<file path="src/rtl/dual_reset_pkg.sv">
package dual_reset_pkg;

  // Per-T-state sampling windows handed from phase control to the sampler
  typedef struct packed {
    logic normalWin;   // falling edge may update the full-reset flag
    logic specialWin;  // falling edge may update the PC-clear flag
    logic zeroWin;     // rising edge closing fetch T1
  } sample_strobes_t;

endpackage

</file>
<file path="src/rtl/rst_phase_ctrl.sv">
module rst_phase_ctrl
  import dual_reset_pkg::*;
(
  input  logic            fetchCycle,
  input  logic            fetchT2,
  output sample_strobes_t strobes
);

  logic inT1;
  logic inT2;

  assign inT1 = fetchCycle & ~fetchT2;
  assign inT2 = fetchCycle & fetchT2;

  always_comb begin
    strobes.normalWin  = ~inT2;
    strobes.specialWin = inT2;
    strobes.zeroWin    = inT1;
  end

endmodule

</file>
<file path="src/rtl/rst_sample_dp.sv">
module rst_sample_dp
  import dual_reset_pkg::*;
(
  input  logic            clk,
  input  logic            rstPinN,
  input  sample_strobes_t strobes,
  output logic            fullReset,
  output logic            pcClear,
  output logic            pcZero
);

  logic resetReq;

  // Pin capture on every rising edge
  always_ff @(posedge clk) begin
    resetReq <= ~rstPinN;
  end

  // Full-reset flag: every falling edge except in fetch T2
  always_ff @(negedge clk) begin
    if (strobes.normalWin) fullReset <= resetReq;
  end

  // PC-clear flag: falling edge of fetch T2 only, cleared by full reset
  always_ff @(negedge clk or posedge fullReset) begin
    if (fullReset)               pcClear <= 1'b0;
    else if (strobes.specialWin) pcClear <= resetReq;
  end

  // Zero strobe launched at the edge that opens fetch T2
  always_ff @(posedge clk) begin
    pcZero <= pcClear & strobes.zeroWin;
  end

  // a captured request outside T2 becomes a full reset
  assert_req_to_full_R1: assert property (@(negedge clk) disable iff (1'b0)
    (resetReq && strobes.normalWin) |=> fullReset);

  // a captured request at T2 with no full reset sets the PC clear
  assert_special_capture_R3: assert property (@(negedge clk) disable iff (fullReset)
    (resetReq && strobes.specialWin) |=> pcClear);

  // outside T2 the PC clear only moves by the full-reset clear
  assert_clear_hold_R6: assert property (@(negedge clk) disable iff (fullReset)
    !strobes.specialWin |=> $stable(pcClear));

  // strobe follows a pending clear at the end of T1, and nothing else
  assert_zero_strobe_R7: assert property (@(posedge clk) disable iff (fullReset)
    (pcClear && strobes.zeroWin) |=> pcZero);
  assert_zero_quiet_R7: assert property (@(posedge clk) disable iff (fullReset)
    !(pcClear && strobes.zeroWin) |=> !pcZero);

  // a full reset never coexists with a pending PC clear
  always_ff @(posedge clk) begin
    if (fullReset) assert_full_wins_R8: assert (!pcClear);
  end

endmodule

</file>
<file path="src/rtl/dual_reset_discriminator.sv">
module dual_reset_discriminator
  import dual_reset_pkg::*;
(
  input  logic clk,
  input  logic rstPinN,
  input  logic fetchCycle,
  input  logic fetchT2,
  output logic fullReset,
  output logic pcClear,
  output logic pcZero
);

  sample_strobes_t strobes;

  rst_phase_ctrl u_ctrl (
    .fetchCycle (fetchCycle),
    .fetchT2    (fetchT2),
    .strobes    (strobes)
  );

  rst_sample_dp u_dp (
    .clk       (clk),
    .rstPinN   (rstPinN),
    .strobes   (strobes),
    .fullReset (fullReset),
    .pcClear   (pcClear),
    .pcZero    (pcZero)
  );

endmodule

</file>
<file path="config.mk">
export PLATFORM = sky130hd
export DESIGN_NAME = dual_reset_discriminator
export DESIGN_NICKNAME = d
export VERILOG_FILES = /design/src/rtl/dual_reset_pkg.sv /design/src/rtl/rst_phase_ctrl.sv /design/src/rtl/rst_sample_dp.sv /design/src/rtl/dual_reset_discriminator.sv
export SDC_FILE = /design/constraint.sdc
export NUM_CORES = 1
export LEC_CHECK = 0
export BUFFER_PORTS_ARGS = -buffer_cell sky130_fd_sc_hd__buf_2
export CORE_AREA = 2 2 39 41
export CTS_CLUSTER_DIAMETER = 150
export DETAILED_ROUTE_END_ITERATION = 10
export DIE_AREA = 0 0 41 43
export GPL_TIMING_DRIVEN = 0
export HOLD_SLACK_MARGIN = 0.1
export PLACE_DENSITY = 0.33
export SYNTH_ARGS = -nofsm -noshare
export SYNTH_HDL_FRONTEND = slang
export SYNTH_HIERARCHICAL = 1
export SYNTH_SLANG_ARGS = --single-unit
</file>
<file path="constraint.sdc">
create_clock -name clk -period 2.93 [get_ports clk]
set_clock_uncertainty 0.2 [all_clocks]
set_input_delay 0.4395 -clock clk [delete_from_list [all_inputs] [get_ports clk]]
set_output_delay 0.4395 -clock clk [all_outputs]
set_load 0.03 [all_outputs]
</file>
==> flow_summary.ini <==
[run_status]
outcome = completed

[floorplan]
initial_core_util_pct = 11.5
core_mm2 = 0.00138
die_h_um = 43
io-pin-count = 7
fp-row-count = 14
die_area_mm2 = 0.00176
die_x_um = 41

[worst_setup_path]
rr_worst_depth = 2
worstPathRequired_ps = 2290
critPathBufInv = 1
max_stage_delay_ps = 380
path_cells = buf_6
path_class = reg2out
cp-end-kind = output pin
critPathArrivalTime_ps = 2280
path_max_fanout = 2
rrSetupSlack_ps = 540
cp_slowest_cell = edfxtp_1
regToRegStartpoint = u_dp/pcClear
start_kind = flop
critPathTopFamily = flip-flops
r2r-end = u_dp/pcZero

[yosys]
synth_fp_nets = 18
synthMuxAreaShare_pct = 9.45
ys_seq_elements = 4
synthSimpleGateAreaFrac_pct = 14.2
avgSynthCellArea_um2 = 11.4
synthAdderAreaFrac_pct = 0
yosysSeqAreaShare_pct = 59.8
synthesis.instances = 14
yosys_warnings = 6
synth_compound_area_share_pct = 0
synth_top_family_by_area = buffers and inverters
synth_cell_types = 9
netlist_area_um2 = 159
synth_xor_area_share_pct = 0

[timing]
slew_viol_final = 0
slew_headroom_pct = 89.9
worstMarginPinSlew_ps = 153
hold_viol = 0
final.setup.tns_ps = 0
final-setup-viol-count = 0
rsz0062_at_grt = yes

[drt]
postRouteWirelength_um = 257
ant_nets = 0
drt_pre_antenna_iters = 4
vias = 128
drt_iter0_drc = 4
drc = 0
drt-wirelength-per-cell_um = 6.12
drt-vias-per-instance = 3.05

[clock_tree]
cts_sinks = 4
clockBufferDepth = 2
cts_buffers = 3
htree_levels = 1
cts-root-buf = clkbuf_4
clk_pin_slew_worst_paths_ps = 40
clk_latency_ps = 280
cts_tree = done

[place]
gp_congestion = 0.520
io_buffers = 6

[worst_hold_path]
holdCritPathClass = in2reg
hold_path_depth = 2
hold-path-endpoint = u_dp/resetReq
min_from = rstPinN

[global_routing]
grt_busiest_layer = met3
use_met2_pct = 3.75
grt_pass1_wl_um = 414
grt_max_degree = 4
grt_antenna_before_repair = 0
met1_usage_pct = 4.19
grt-ovfl-total = 0
grt_pass1_vias = 113
gr-usage-met3_pct = 7.85
groute.usage.overall_pct = 4.62

[pwr]
power.total_mw = 0.176
power_density_mw_per_mm2 = 663
peakVddDrop_uv = 200
power.leakage_nw = 0.135

[layout]
fin_nets = 31
n_fill_cell = 158
drive_gt1_share_pct = 50.0
diodes = 0
area_delta_synth_final_pct = 66.9

[flow_run]
maxCapViolCount = 0
==> cells in the final DEF (no fill, tap or decap), types with 2 or more instances in the layout <==
cell and n:
buf_2 4, dfxtp_1 2, and2_1 2, inv_1 3, buf_4 3, clkbuf_4 3, buf_6 2
==> layer usage <==
layer  vias up  routed length [um]
met5         -                   0
li1         64                   -
met3         0                  53
met4         0                   0
met1        55                 113
met2         9                  89
==> synth_stat cells, drive strengths merged <==
library cell	number	area, um^2
dfrtn	1	25.0
dfxtp	2	40.0
mux2	1	15.0
nand2	1	3.75
inv	3	11.3
and2	2	12.5
nor2b	1	6.26
buf	2	15.0
edfxtp	1	30.0
==> where the power goes <==
group / total [mW] / internal (mW) / switching, mW
clock network: 0.0795 / 0.0531 / 0.0264
registers: 0.0649 / 0.0623 / 0.00254
logic: 0.0315 / 0.0174 / 0.0141
==> worst max path at each step <==
stage | to | start | slack (ps) | depth (start not counted)
floorplan | u_dp/pcClear | fetchT2 | 130 | 3
global placement | u_dp/pcClear | fetchT2 | 5 | 4
detailed placement | u_dp/pcClear | fetchT2 | -3 | 4
CTS | fullReset | u_dp/fullReset | -9 | 1
global route | fullReset | u_dp/fullReset | -50 | 1
finish | fullReset | u_dp/fullReset | 7 | 1
==> flip-flops by register name, indices dropped and copies added, names as in the netlist <==
signal / count
u_dp/pcClear: 1
u_dp/pcZero: 1
u_dp/fullReset: 1
u_dp/resetReq: 1
==> cells by family (layout without fill, tap and decap cells) <==
family,count (synthesis),in the layout
buffers and inverters,5,17
flip-flops,4,4
AND/OR/NAND/NOR,4,4
multiplexers,1,1
==> stage by stage <==
stage	setup WS (ps)	hold slack (ps)	cell area (um^2)	cells	util, %
6_report	7.24	152	265	42	19.2
5_1_grt	-45.5	139	265	42	19.2
4_1_cts	-9.05	141	265	42	19.2
3_5_place_dp	-3.10	-191	209	36	15.1
3_3_place_gp	5.05	-193	209	36	15.1
2_1_floorplan	131	-13.5	159	14	-
==> final cells by class <==
class / count / area, um^2 / share of cell area [%]
buffer: 2 / 15.0 / 5.66
timing repair buffer: 8 / 60.1 / 22.6
tap: 16 / 20.0 / 7.55
sequential: 4 / 95.1 / 35.8
clock inverter: 1 / 3.75 / 1.42
clock buffer: 4 / 26.3 / 9.91
inverter: 2 / 7.51 / 2.83
multi-input combinational: 5 / 37.5 / 14.2
==> repair_timing <==
item	in CTS	in global routing
hold endpoints to repair	1	0
hold buffers	1	0
setup endpoints to repair	2	2
buffers inserted	1	0
resized for setup	4	0
Note: power is estimated with default switching activity, not from simulation.
